[src/rtl/acc_alu_pkg.sv]
package acc_alu_pkg;
  localparam int unsigned ALU_W = 8;
  localparam int unsigned NIB_W = ALU_W / 2;
  localparam int unsigned OP_W  = 4;

  typedef enum logic [OP_W-1:0] {
    OP_ADD  = 4'd0,
    OP_ADDC = 4'd1,
    OP_AND  = 4'd2,
    OP_OR   = 4'd3,
    OP_XOR  = 4'd4,
    OP_INC  = 4'd5,
    OP_DEC  = 4'd6,
    OP_CLR  = 4'd7,
    OP_CPL  = 4'd8,
    OP_RL   = 4'd9,
    OP_RR   = 4'd10,
    OP_RLC  = 4'd11,
    OP_RRC  = 4'd12,
    OP_SWAP = 4'd13,
    OP_DA   = 4'd14,
    OP_HOLD = 4'd15
  } alu_op_e;

  typedef enum logic [1:0] {
    ROT_L  = 2'd0,
    ROT_R  = 2'd1,
    ROT_LC = 2'd2,
    ROT_RC = 2'd3
  } rot_kind_e;
endpackage

[src/rtl/acc_alu_adder.sv]
module acc_alu_adder #(
  parameter int unsigned W  = 8,
  parameter int unsigned NW = W / 2
) (
  input  logic [W-1:0] a_i,
  input  logic [W-1:0] b_i,
  input  logic         cin_i,
  output logic [W-1:0] sum_o,
  output logic         cout_o,
  output logic         hcout_o
);
  logic [W:0]  full_sum;
  logic [NW:0] half_sum;

  always_comb begin
    full_sum = {1'b0, a_i} + {1'b0, b_i} + {{W{1'b0}}, cin_i};
    half_sum = {1'b0, a_i[NW-1:0]} + {1'b0, b_i[NW-1:0]} + {{NW{1'b0}}, cin_i};
  end

  assign sum_o   = full_sum[W-1:0];
  assign cout_o  = full_sum[W];
  assign hcout_o = half_sum[NW];
endmodule

[src/rtl/acc_alu_decadj.sv]
module acc_alu_decadj #(
  parameter int unsigned W  = 8,
  parameter int unsigned NW = W / 2
) (
  input  logic [W-1:0] a_i,
  input  logic         c_i,
  input  logic         ac_i,
  output logic [W-1:0] res_o,
  output logic         c_o
);
  localparam logic [NW-1:0] DIGIT_MAX = NW'(9);
  localparam logic [W-1:0]  LOW_ADJ   = W'(6);
  localparam logic [W-1:0]  HIGH_ADJ  = W'(6) << NW;
  localparam logic [W-1:0]  UPPER_LIM = (W'(9) << NW) | W'(9);

  logic [W:0] stage1;
  logic [W:0] stage2;
  logic       low_fix;
  logic       high_fix;
  logic       carry1;

  always_comb begin
    low_fix  = ac_i | (a_i[NW-1:0] > DIGIT_MAX);
    stage1   = {1'b0, a_i} + {1'b0, (low_fix ? LOW_ADJ : '0)};
    carry1   = c_i | stage1[W];
    high_fix = carry1 | (stage1[W-1:0] > UPPER_LIM);
    stage2   = {1'b0, stage1[W-1:0]} + {1'b0, (high_fix ? HIGH_ADJ : '0)};
  end

  assign res_o = stage2[W-1:0];
  assign c_o   = carry1 | stage2[W];
endmodule

[src/rtl/acc_alu_rotate.sv]
module acc_alu_rotate
  import acc_alu_pkg::*;
#(
  parameter int unsigned W = 8
) (
  input  rot_kind_e    kind_i,
  input  logic [W-1:0] a_i,
  input  logic         c_i,
  output logic [W-1:0] res_o,
  output logic         c_o
);
  always_comb begin
    res_o = a_i;
    c_o   = c_i;
    case (kind_i)
      ROT_L:  res_o = {a_i[W-2:0], a_i[W-1]};
      ROT_R:  res_o = {a_i[0], a_i[W-1:1]};
      ROT_LC: begin
        res_o = {a_i[W-2:0], c_i};
        c_o   = a_i[W-1];
      end
      ROT_RC: begin
        res_o = {c_i, a_i[W-1:1]};
        c_o   = a_i[0];
      end
      default: ;
    endcase
  end
endmodule

[src/rtl/acc_alu.sv]
module acc_alu
  import acc_alu_pkg::*;
(
  input  logic [OP_W-1:0]  op_i,
  input  logic [ALU_W-1:0] a_i,
  input  logic [ALU_W-1:0] b_i,
  input  logic             c_i,
  input  logic             ac_i,
  output logic [ALU_W-1:0] acc_o,
  output logic             c_o,
  output logic             ac_o,
  output logic             c_we_o,
  output logic             ac_we_o
);
  alu_op_e          op;
  logic             add_cin;
  logic [ALU_W-1:0] add_sum;
  logic             add_cout;
  logic             add_hcout;
  logic [ALU_W-1:0] da_res;
  logic             da_c;
  rot_kind_e        rot_kind;
  logic [ALU_W-1:0] rot_res;
  logic             rot_c;

  assign op      = alu_op_e'(op_i);
  assign add_cin = (op == OP_ADDC) & c_i;

  acc_alu_adder #(.W(ALU_W), .NW(NIB_W)) u_adder (
    .a_i(a_i), .b_i(b_i), .cin_i(add_cin),
    .sum_o(add_sum), .cout_o(add_cout), .hcout_o(add_hcout)
  );

  acc_alu_decadj #(.W(ALU_W), .NW(NIB_W)) u_decadj (
    .a_i(a_i), .c_i(c_i), .ac_i(ac_i),
    .res_o(da_res), .c_o(da_c)
  );

  always_comb begin
    case (op)
      OP_RR:   rot_kind = ROT_R;
      OP_RLC:  rot_kind = ROT_LC;
      OP_RRC:  rot_kind = ROT_RC;
      default: rot_kind = ROT_L;
    endcase
  end

  acc_alu_rotate #(.W(ALU_W)) u_rotate (
    .kind_i(rot_kind), .a_i(a_i), .c_i(c_i),
    .res_o(rot_res), .c_o(rot_c)
  );

  always_comb begin
    acc_o   = a_i;
    c_o     = c_i;
    ac_o    = ac_i;
    c_we_o  = 1'b0;
    ac_we_o = 1'b0;
    case (op)
      OP_ADD, OP_ADDC: begin
        acc_o   = add_sum;
        c_o     = add_cout;
        ac_o    = add_hcout;
        c_we_o  = 1'b1;
        ac_we_o = 1'b1;
      end
      OP_AND:  acc_o = a_i & b_i;
      OP_OR:   acc_o = a_i | b_i;
      OP_XOR:  acc_o = a_i ^ b_i;
      OP_INC:  acc_o = a_i + ALU_W'(1);
      OP_DEC:  acc_o = a_i - ALU_W'(1);
      OP_CLR:  acc_o = '0;
      OP_CPL:  acc_o = ~a_i;
      OP_RL, OP_RR: acc_o = rot_res;
      OP_RLC, OP_RRC: begin
        acc_o  = rot_res;
        c_o    = rot_c;
        c_we_o = 1'b1;
      end
      OP_SWAP: acc_o = {a_i[NIB_W-1:0], a_i[ALU_W-1:NIB_W]};
      OP_DA: begin
        acc_o  = da_res;
        c_o    = da_c;
        c_we_o = 1'b1;
      end
      default: ;
    endcase
  end
endmodule

[config.mk]
export PLATFORM = sky130hd
export DESIGN_NAME = acc_alu
export DESIGN_NICKNAME = d
export VERILOG_FILES = /design/src/rtl/acc_alu_pkg.sv /design/src/rtl/acc_alu_adder.sv /design/src/rtl/acc_alu_decadj.sv /design/src/rtl/acc_alu_rotate.sv /design/src/rtl/acc_alu.sv
export SDC_FILE = /design/constraint.sdc
export NUM_CORES = 1
export LEC_CHECK = 0
export BUFFER_PORTS_ARGS = -buffer_cell sky130_fd_sc_hd__buf_4
export CAP_MARGIN = 10
export CORE_UTILIZATION = 50
export DETAILED_ROUTE_END_ITERATION = 6
export GPL_TIMING_DRIVEN = 0
export MAX_ROUTING_LAYER = met4
export PLACE_DENSITY = 0.71
export SYNTH_ARGS = -nofsm -noshare
export SYNTH_HDL_FRONTEND = slang
export SYNTH_SLANG_ARGS = --single-unit
export TNS_END_PERCENT = 5
[constraint.sdc]
create_clock -name vclk -period 4.05
set_input_delay 0.6075 -clock vclk [all_inputs]
set_output_delay 0.6075 -clock vclk [all_outputs]
set_load 0.02 [all_outputs]
== Yosys cells after proc, flatten, opt, wreduce, memory -nomap -nowiden ==
Cells that the tools add are included.
Storage, ports and cells
  flip-flop bits (word level): 0
Cells by class
  add/sub/neg operators: 8
  magnitude comparators: 2
  eq/ne operators: 17
  muxes and demuxes: 10
  bitwise operators: 9
  reductions and logical operators: 6
Operators with widths (number)
  8-bit one-hot mux with 11 select lines: 1
  8-bit one-hot mux with 4 select lines: 1
  4-bit equality test, second input constant: 7
  8-bit by 8-bit adder with 9-bit output: 3
  4-bit by 3-bit equality test with 1-bit output, second input constant: 4
  9-bit by 1-bit adder with 9-bit output: 1
  8-bit by 1-bit adder with 8-bit output, second input constant: 1
  8-bit bitwise AND: 1
  4-bit by 2-bit equality test with 1-bit output, second input constant: 2
  8-bit greater-than comparator, second input constant: 1
  8-bit NOT: 1
  8-bit OR: 1
  8-bit by 1-bit subtractor with 8-bit output, second input constant: 1
  8-bit XOR: 1
  7-bit 2-to-1 mux: 1
  2-bit one-hot mux with 3 select lines: 1
  4-bit by 4-bit adder with 5-bit output: 1
  5-bit by 1-bit adder with 5-bit output: 1
  5-bit OR reduction: 1
  2-bit equality test, second input constant: 2
  4-bit by 1-bit equality test with 1-bit output, second input constant: 1
  4-bit greater-than comparator, second input constant: 1
  4-bit logical NOT: 1
  1-bit OR: 4
  other kinds (9): 12

== Longest topological paths before layout ==
Gate-level depths: netlist (run 1).
  depth after elaboration: 10
  depth in mapped cells: 18

== Hierarchy ==
From an unflattened synthesis (run 1), not the netlist that was laid out.
Unflattened totals
  cells, all modules: 328
  area total of the unflattened synthesis: 2353.5 µm²
By module, submodules not included
  acc_alu: times used 1, cells each 233, area each 1584.0 µm²
  acc_alu_decadj: times used 1, cells each 41, area each 317.8 µm²
  acc_alu_adder: times used 1, cells each 38, area each 316.6 µm²
  acc_alu_rotate: times used 1, cells each 16, area each 135.1 µm²

== Worst setup path after synthesis (run 1) ==
Ideal clock, no wire load.
  path type: input to output
  start point: input a_i[3]
  end point: output acc_o[6]
  arrival time: 3491 ps
  data required time: 3442 ps
  slack: -49 ps
  stages on the path: 18
  cell sequence: buf_6 > o21ai_0 > nand2b_1 > ha_1 > fa_1 > nor2_1 > a21oi_1 > o211ai_1 > nand2_1 > o21ai_0 > nand2_1 > ha_1 > ha_1 > o21ai_0 > a21oi_1 > a21o_1 > a221oi_1 > a32oi_1
Between the ends
  cells in the longest elaborated chain, start to end: 9
  elaborated cells between the ends (all ways): 14
  classes of those cells: add/sub (6); order compare (2); mux (3); bitwise (3)
RTL lines
  start: declaration: RTL line acc_alu.sv:5  | input logic [ALU_W-1:0] a_i,
  4-bit greater-than comparator: RTL line acc_alu_decadj.sv:23  | low_fix = ac_i | (a_i[NW-1:0] > DIGIT_MAX);
  1-bit OR: RTL line acc_alu_decadj.sv:23
  3-bit 2-to-1 mux: RTL line acc_alu_decadj.sv:24  | stage1 = {1'b0, a_i} + {1'b0, (low_fix ? LOW_ADJ : '0)};
  8-bit by 8-bit adder with 9-bit output: RTL line acc_alu_decadj.sv:24
  8-bit greater-than comparator or 1-bit OR (tied branches): RTL line acc_alu_decadj.sv:26, acc_alu_decadj.sv:25
  1-bit OR: RTL line acc_alu_decadj.sv:26  | high_fix = carry1 | (stage1[W-1:0] > UPPER_LIM);
  7-bit 2-to-1 mux: RTL line acc_alu_decadj.sv:27  | stage2 = {1'b0, stage1[W-1:0]} + {1'b0, (high_fix ? HIGH_ADJ : '0)};
  8-bit by 8-bit adder with 9-bit output: RTL line acc_alu_decadj.sv:27
  8-bit one-hot mux with 11 select lines (*): RTL line acc_alu.sv:59  | case (op)
  end: declaration: RTL line acc_alu.sv:9  | output logic [ALU_W-1:0] acc_o,
Every way passes the cells marked *; elsewhere a longest branch is shown, timed or not.

== Worst setup path after layout (run 1) ==
  start point: input a_i[1]
  end point: output acc_o[6]
Same word-level chain as after synthesis.

==> results.tsv, run 1 <==
stage	metric	value	unit
setup_path	path_delay_family	compound AO/OA/AOI/OAI gates	
power_and_ir_drop	p_per_area	138	nW/um2
layout	seq_cell_count	0	
place	io_buffers	33	
setup_path	crit_slowest_cell	fa_2	
run	cap_violations	0	
synth	synth_area	2100	um2
power_and_ir_drop	switching_share	56.4	%
layout	finalNonFillerCells	395	
route	via_per_inst	6.46	
route	drt-pass1-iter-count	6	
floorplanning	design.core.area	4000	um2
timing	fmax	0.229	GHz
synth	yosysUniqueCellTypes	63	
timing	maxSlewHeadroom	42.6	%
place	place_inst	391	
layout	diodes	0	
setup_path	crit_arrival	3770	ps
floorplanning	std_cell_rows	23	
setup_path	crit_buf_inv	2	
grt	grt_max_degree	11	
setup_path	setup.worst_path.start_class	input pin	
floorplanning	die_w	66.8	um
worst_hold_path	hold_path_class	in2out	
place	pre_cts_ws	-600	ps
layout	nets	399	
power_and_ir_drop	seqPwrFrac	0	%
timing	tightest_slew	861	ps
timing	fin_ws	-324	ps
synth	yosysSeqAreaShare	0	%
layout	final_area	2540	um2
setup_path	worstPathCellList	buf_12 -> o21ai_2 -> nand2b_1 -> ha_2 -> fa_2 -> nor2_1 -> a21oi_1 -> o211ai_1 -> nand2_1 -> o21ai_1 -> nand2_1 -> ha_4 -> ha_4 -> o21ai_1 -> a21oi_1 -> a21o_1 -> a221oi_2 -> a32oi_2 -> buf_4	
synth	synthCells	308	
place	hpwlAfterDp	5.30	mm
status	status	complete, but fails checks	
route	dr_total_vias	2553	
route	drt_iter0_drc	345	
power_and_ir_drop	p_int	0.152	mW
power_and_ir_drop	combPwrFrac	100.0	%
timing	hold_viol	0	
floorplanning	dieArea	4460	um2
status	violations	setup timing	
synth	ys.warnings.count	0	
floorplanning	die_y	66.8	um
floorplanning	ios	34	
timing	finalCritPeriodShare	108	%
worst_hold_path	whs_path_depth	4	
timing	timing.final.max_slew_violations	0	
setup_path	crit_cells	19	
synth	avgSynthCellArea	6.81	um2
layout	drive_above_1_share	24.3	%
route	ant_nets	0	
clock_network	holdBufCountCts	0	
route	drc	0	
grt	grt_antenna_before_repair	0	
grt	grt_pass1_vias	2208	
timing	finalSetupViolations	3	
setup_path	endpoint_kind	output port	
setup_path	crit_fanout	10	
power_and_ir_drop	power_leakage	1.16	nW
route	routed_wirelength	7.11	mm
timing	grt_setup_unrepaired	yes	
place	gp_congestion	0.962	
layout	nClkBuffers	0	
layout	area_growth	21.1	%
power_and_ir_drop	finalPower	0.350	mW
synth	synth_nets	360	
power_and_ir_drop	p_switching	0.198	mW
setup_path	worstSetupPathType	in2out	
power_and_ir_drop	vdd_drop_max	0.0910	mV
floorplanning	start_util	52.4	%
route	wl_per_cell	18.0	um
grt	grt-ovfl-total	0	
setup_path	required	3440	ps
timing	period_minus_slack	4370	ps
layout	seqCellArea	0	um2
place	place_area	2430	um2
setup_path	max_stage_delay	460	ps
grt	grt_pass1_wl	11.2	mm
grt	grt_usage	33.8	%
power_and_ir_drop	p_clk_share	0	%
timing repair:
action	CTS	global route
gates cloned	0	0
endpoints found under the setup margin	5	6
gates resized for setup	19	2
buffers inserted	4	0
pin swaps	13	6
hold endpoints to repair	0	0
routing by layer:
metal | global-route usage, % | up-vias | share of wire [%]
li1 | - | 1220 | -
met1 | 44.2 | 1145 | 41
met2 | 53.7 | 153 | 46
met3 | 2.74 | 35 | 9.5
met4 | 12.8 | 0 | 3.7
met5 | - | - | 0
tightest hold or removal path, stage by stage:
cell	delay (ps)
buf_4	120
nor2_1	100
a31oi_1	50
buf_4	150
synth_stat cells, drive strengths merged, types with 4 or more instances:
library cell  number  share of area (%)
nor2b              4                1.2
nand3             15                4.2
a21o               7                2.5
inv               26                4.7
a22oi              6                2.4
nand2             28                5.0
nor2              25                4.8
a32oi              5                2.1
or3                4                1.9
xnor2             10                4.5
nand2b             6                1.8
ha                26                 16
buf               19                5.4
a211oi             4                1.4
a31oi              5                1.5
and3               5                1.5
nor3               6                1.4
xor2               5                2.1
fa                 4                3.8
a21oi             24                5.7
o21ai             25                6.0
a311oi             4                1.7
power groups by stage:
stage | combinational [mW] | sequential [mW] | clock, mW
final | 0.350 | 0 | 0
after global routing | 0.379 | 0 | 0
after CTS | 0.343 | 0 | 0
after detailed placement | 0.325 | 0 | 0
after global placement | 0.324 | 0 | 0
after floorplan | 0.223 | 0 | 0
layout make-up:
type	instances	area, um2
Multi-Input combinational cell	261	1950
Fill cell	380	1460
Timing Repair Buffer	37	302
Buffer	20	121
Inverter	27	106
Tap cell	50	62.6
logic make-up (layout without fill, tap and decap cells):
group	Yosys count	count (layout)	synth area share, %
AOI/OAI and AO/OA	114	114	38.3
xor gates and xnor gates	15	15	6.62
buffers and inverters	47	84	10.4
adders and majority gates	30	30	19.3
muxes	3	3	1.49
and+or+nand+nor	99	99	23.8
path summary, 6_finish.rpt:
check,from,to,slack [ps]
max,a_i[1],acc_o[6],-320
min,ac_i,ac_o,1630
metrics by stage:
stage	hold slack, ps	util (%)	setup TNS, ps
6_report	1630	63.5	-481
5_1_grt	1660	63.5	-1060
4_1_cts	1630	63.3	-409
3_5_place_dp	1620	60.7	-1430
3_3_place_gp	1620	60.7	-1300
2_1_floorplan	1390	-	0
cell usage in the layout (no fill, tap or decap), types with 5 or more instances in the layout:
| master | count |
|---|---|
| xor2_1 | 5 |
| a21oi_1 | 24 |
| o21ai_1 | 7 |
| a21o_1 | 7 |
| nand2b_1 | 6 |
| nor2_1 | 23 |
| buf_2 | 13 |
| nor3_1 | 6 |
| a31oi_1 | 5 |
| nand2_1 | 28 |
| a22oi_1 | 5 |
| inv_1 | 22 |
| o21ai_0 | 17 |
| and3_1 | 5 |
| xnor2_1 | 8 |
| buf_4 | 35 |
| ha_1 | 23 |
| nand3_1 | 14 |
(Power assumes the default switching activity.)
==> inputs of run 2 (changes only) <==
--- a/config.mk
+++ b/config.mk
@@ -12,6 +12,8 @@
 export GPL_TIMING_DRIVEN = 0
 export MAX_ROUTING_LAYER = met4
 export PLACE_DENSITY = 0.71
+export SETUP_SLACK_MARGIN = 0.1
+export SLEW_MARGIN = 20
 export SYNTH_ARGS = -nofsm -noshare
 export SYNTH_HDL_FRONTEND = slang
 export SYNTH_SLANG_ARGS = --single-unit
==> results.tsv, run 2 (synthesis results as in run 1) <==
stage	metric	value	unit
status	status	complete, but fails checks	
status	violations	setup timing	
place	pre_cts_ws	-519	ps
setup_path	required	3440	ps
timing	maxSlewHeadroom	42.1	%
place	gp_congestion	0.979	
layout	nets	403	
layout	nClkBuffers	0	
worst_hold_path	hold_path_class	in2out	
route	via_per_inst	6.53	
floorplanning	ios	34	
timing	tightest_slew	869	ps
layout	seq_cell_count	0	
power_and_ir_drop	p_per_area	140	nW/um2
place	io_buffers	33	
floorplanning	std_cell_rows	23	
layout	utilization	64.6	%
route	drt-pass1-iter-count	5	
clock_network	holdBufCountCts	0	
timing	finalSetupViolations	3	
setup_path	setup.worst_path.start_class	input pin	
worst_hold_path	hold_start	ac_i	
setup_path	endpoint_kind	output port	
setup_path	crit_fanout	6	
layout	drive_above_1_share	26.1	%
layout	finalNonFillerCells	399	
route	ant_nets	0	
layout	fillCellCount	393	
layout	final_area	2580	um2
route	wl_per_cell	18.8	um
floorplanning	dieArea	4460	um2
run	cap_violations	0	
route	drt_iter0_drc	341	
power_and_ir_drop	power_leakage	1.18	nW
setup_path	worstSetupPathType	in2out	
route	routed_wirelength	7.52	mm
layout	seqCellArea	0	um2
timing	timing.final.max_slew_violations	0	
grt	grt_usage	35.8	%
place	hpwlAfterDp	5.50	mm
timing	whs	1620	ps
timing	hold_viol	0	
layout	final_cell_mix	40 x buf_4, 27 x nand2_1, 23 x a21oi_1, 23 x nor2_1, 23 x ha_1	
setup_path	startpoint	a_i[1]	
power_and_ir_drop	finalPower	0.362	mW
floorplanning	design.core.area	4000	um2
timing	fin_ws	-406	ps
layout	layout_commonest_cell	buf_4	
timing	finalCritPeriodShare	110	%
grt	grt_pass1_wl	11.9	mm
route	drc	0	
grt	grt_antenna_before_repair	0	
timing	period_minus_slack	4460	ps
place	place_area	2450	um2
grt	grt_pass1_vias	2357	
layout	diodes	0	
layout	area_growth	23.3	%
grt	grt_max_degree	11	
timing	fmax	0.224	GHz
place	place_inst	391	
route	dr_total_vias	2607	
grt	grt-ovfl-total	0	
timing	grt_setup_unrepaired	yes	
floorplanning	start_util	52.4	%
floorplanning	die_w	66.8	um
setup_path	crit_arrival	3850	ps
timing	tns	-684	ps
power_and_ir_drop	vdd_drop_max	0.0860	mV
floorplanning	die_y	66.8	um
run 2: cell count changes in the layout (fill, tap and decap cells not counted):
cell     previous run  this run
a21oi_2             0         1
o21ai_2             1         2
buf_4              35        40
nand2_1            28        27
nand2_2             0         1
xnor2_1             8         9
nor2b_4             0         1
xnor2_2             2         1
nor2b_2             1         0
a21oi_1            24        23
o21ai_1             7         5
o21ai_4             0         1
buf_6               3         2
run 2: layer usage:
| metal | up-vias | track usage, % | wire [um] |
|---|---|---|---|
| li1 | 1225 | - | - |
| met1 | 1169 | 47.8 | 3060 |
| met2 | 181 | 56.1 | 3420 |
| met3 | 32 | 2.05 | 753 |
| met4 | 0 | 13.8 | 281 |
| met5 | - | - | 0 |
run 2: final timing paths:
kind / slack, ps / end / cells after the start
hold / removal: 1620 / ac_o / 4
setup / recovery: -410 / acc_o[6] / 19
run 2: area by class of cell:
type               instances  area, um2  share of cell area (%)
multi-input cells        261       1970                    76.1
repair buffers            42        343                    13.3
well taps                 50       62.6                    2.42
plain buffers             19        106                    4.11
inverters                 27        106                    4.11
run 2: critical path, stage by stage:
cell and delay, ps:
buf_12 110, o21ai_4 130, nand2b_1 90, ha_2 200, fa_2 500, nor2_1 100
a21oi_1 50, o211ai_1 300, nand2_1 150, o21ai_2 170, nand2_2 80, ha_4 190
ha_4 210, o21ai_2 130, a21oi_1 80, a21o_1 160, a221oi_2 260, a32oi_2 140
buf_4 180
run 2: what timing repair did:
item,CTS,global route
gates resized for setup,13,9
gates cloned,0,0
setup buffers,5,4
setup endpoints to repair,6,6
pin swaps,11,15
run 2: power by group:
group          total, mW  internal, mW  switching [mW]
logic              0.362         0.158           0.205
clock network          0             0               0
registers              0             0               0
total              0.362         0.158           0.205
==> inputs of run 3 (changes only) <==
--- a/config.mk
+++ b/config.mk
@@ -5,6 +5,7 @@
 export SDC_FILE = /design/constraint.sdc
 export NUM_CORES = 1
 export LEC_CHECK = 0
+export ABC_AREA = 1
 export BUFFER_PORTS_ARGS = -buffer_cell sky130_fd_sc_hd__buf_4
 export CAP_MARGIN = 10
 export CORE_UTILIZATION = 50
@@ -16,5 +17,6 @@
 export SLEW_MARGIN = 20
 export SYNTH_ARGS = -nofsm -noshare
 export SYNTH_HDL_FRONTEND = slang
+export SYNTH_HIERARCHICAL = 1
 export SYNTH_SLANG_ARGS = --single-unit
 export TNS_END_PERCENT = 5
==> results.tsv, run 3 <==
stage	metric	value	unit
setup_path	worstPathCellList	buf_12 -> nor2_4 -> o21bai_4 -> ha_4 -> fa_2 -> nor2_2 -> nor2_2 -> nand3_1 -> nand3_1 -> nand2_1 -> nand2_1 -> ha_2 -> a21oi_1 -> o2111ai_1 -> nor3_1 -> a21oi_2 -> buf_4	
route	drt-pass1-iter-count	5	
grt	grt-ovfl-total	0	
layout	seqCellArea	0	um2
grt	use_met3	1.67	%
layout	multiInputGateArea	1930	um2
layout	layout_commonest_cell	nand2_1	
grt	top_usage_layer	met2	
power_and_ir_drop	power_leakage	1.51	nW
run	cap_violations	0	
place	pre_cts_ws	-175	ps
grt	grt_antenna_before_repair	0	
place	gp_congestion	1.00	
place	hpwlAfterDp	5.25	mm
floorplanning	design.core.area	4090	um2
grt	grt_pass1_vias	2311	
floorplanning	die_w	67.9	um
power_and_ir_drop	p_switching	0.196	mW
route	drt_iter0_drc	256	
synth	synth_nets	454	
floorplanning	start_util	53.1	%
setup_path	crit_fanout	9	
route	ant_nets	0	
grt	grt_pass1_wl	10.7	mm
grt	gr-usage-met2	54.1	%
place	io_buffers	34	
floorplanning	ios	34	
route	dr_total_vias	2697	
grt	grt_usage	31.4	%
setup_path	required	3440	ps
power_and_ir_drop	vdd_drop_max	0.0713	mV
timing	finalCritPeriodShare	96.1	%
power_and_ir_drop	finalPower	0.330	mW
setup_path	setup.worst_path.start_class	input pin	
timing	tightest_slew	569	ps
synth	ys.warnings.count	6	
setup_path	worstSetupPathType	in2out	
timing	fmax	0.257	GHz
route	via_per_inst	5.50	
timing	tns	0	ps
synth	synth_area_leaders	nand2_1 25%, ha_1 16%, inv_1 12%	
layout	utilization	64.7	%
synth	yosysUniqueCellTypes	36	
layout	fillCellCount	406	
status	status	finished clean	
route	wl_per_cell	14.0	um
layout	seq_cell_count	0	
setup_path	path_delay_family	adder cells	
layout	nets	495	
place	place_inst	485	
layout	diodes	0	
floorplanning	die_y	67.9	um
timing	grt_setup_unrepaired	no	
power_and_ir_drop	switching_share	59.3	%
setup_path	crit_buf_inv	2	
layout	area_growth	21.8	%
setup_path	crit_slowest_cell	fa_2	
layout	finalNonFillerCells	490	
timing	fin_ws	156	ps
place	place_area	2490	um2
floorplanning	dieArea	4610	um2
layout	final_area	2640	um2
timing	finalSetupViolations	0	
setup_path	crit_arrival	3290	ps
route	routed_wirelength	6.84	mm
timing	period_minus_slack	3890	ps
clock_network	holdBufCountCts	0	
layout	drive_above_1_share	19.5	%
power_and_ir_drop	seqPwrFrac	0	%
synth	synth_most_common_cell	nand2_1	
synth	yosysSeqAreaShare	0	%
grt	grt_max_degree	14	
power_and_ir_drop	p_per_area	125	nW/um2
synth	yosysTopAreaCell	nand2_1	
timing	timing.final.max_slew_violations	0	
synth	synthCells	401	
floorplanning	std_cell_rows	23	
synth	avgSynthCellArea	5.41	um2
route	drc	0	
synth	synth_common_cells	145 x nand2_1, 72 x inv_1, 30 x nand3_1	
setup_path	max_stage_delay	540	ps
layout	nClkBuffers	0	
power_and_ir_drop	p_int	0.134	mW
synth	synth_top_area_share	25.1	%
setup_path	endpoint_kind	output port	
worst_hold_path	hold_path_class	in2out	
synth	synth_area	2170	um2
power_and_ir_drop	p_clk_share	0	%
timing	maxSlewHeadroom	61.7	%
timing	hold_viol	0	
timing	whs	1550	ps
layout	final_cell_mix	143 x nand2_1, 70 x inv_1, 35 x buf_4	
power_and_ir_drop	combPwrFrac	100.0	%
grt	grtUsageMet1	40.9	%
[run 3: cell types whose count changed after synthesis, moves of 6 or more]
cell	previous run	this run
a21o_1	7	0
a21oi_1	24	14
buf_2	13	1
inv_1	22	72
nand2_1	28	145
nand2_2	0	8
nand2b_1	6	0
nand3_1	14	30
xnor2_1	9	0
[run 3: cells by family after synthesis]
family / Yosys count / synth area share [%]
and+or+nand+nor: 232 / 47.4
AOI/OAI and AO/OA: 54 / 17.4
xor gates and xnor gates: 5 / 2.02
buffers and inverters: 79 / 14.2
adders and majority gates: 31 / 18.9
[run 3: repair_timing]
| item | 4_1_cts | 5_1_grt |
|---|---|---|
| setup buffers | 3 | 2 |
| setup endpoints to repair | 3 | 3 |
| pin swaps | 4 | 11 |
| resized for setup | 8 | 22 |
[run 3: final timing paths]
kind,slack (ps),end,from,cells after the start
max,160,acc_o[5],a_i[1],17
min,1550,ac_o,ac_i,4
[run 3: cell type report]
| class | instances | share of cell area, % |
|---|---|---|
| repair buffers | 39 | 12.8 |
| multi-input cells | 322 | 73.2 |
| well taps | 50 | 2.37 |
| inverters | 76 | 10.8 |
| plain buffers | 3 | 0.900 |
[run 3: worst min-delay path: cells and delay by family]
family | cells | cell delay (ps)
buffers and inverters | 2 | 230
AND/OR/NAND/NOR | 2 | 110
[run 3: routing by layer]
layer	vias to the layer above	routed length, um
met3	18	461
met2	107	3140
li1	1365	-
met1	1207	3120
met5	-	0
met4	0	120
[run 3: power by group through the flow]
stage | Sequential [mW] | Combinational, mW | Clock, mW
floorplan | 0 | 0.196 | 0
detailed placement | 0 | 0.299 | 0
CTS | 0 | 0.307 | 0
global route | 0 | 0.365 | 0
global placement | 0 | 0.296 | 0
finish | 0 | 0.330 | 0
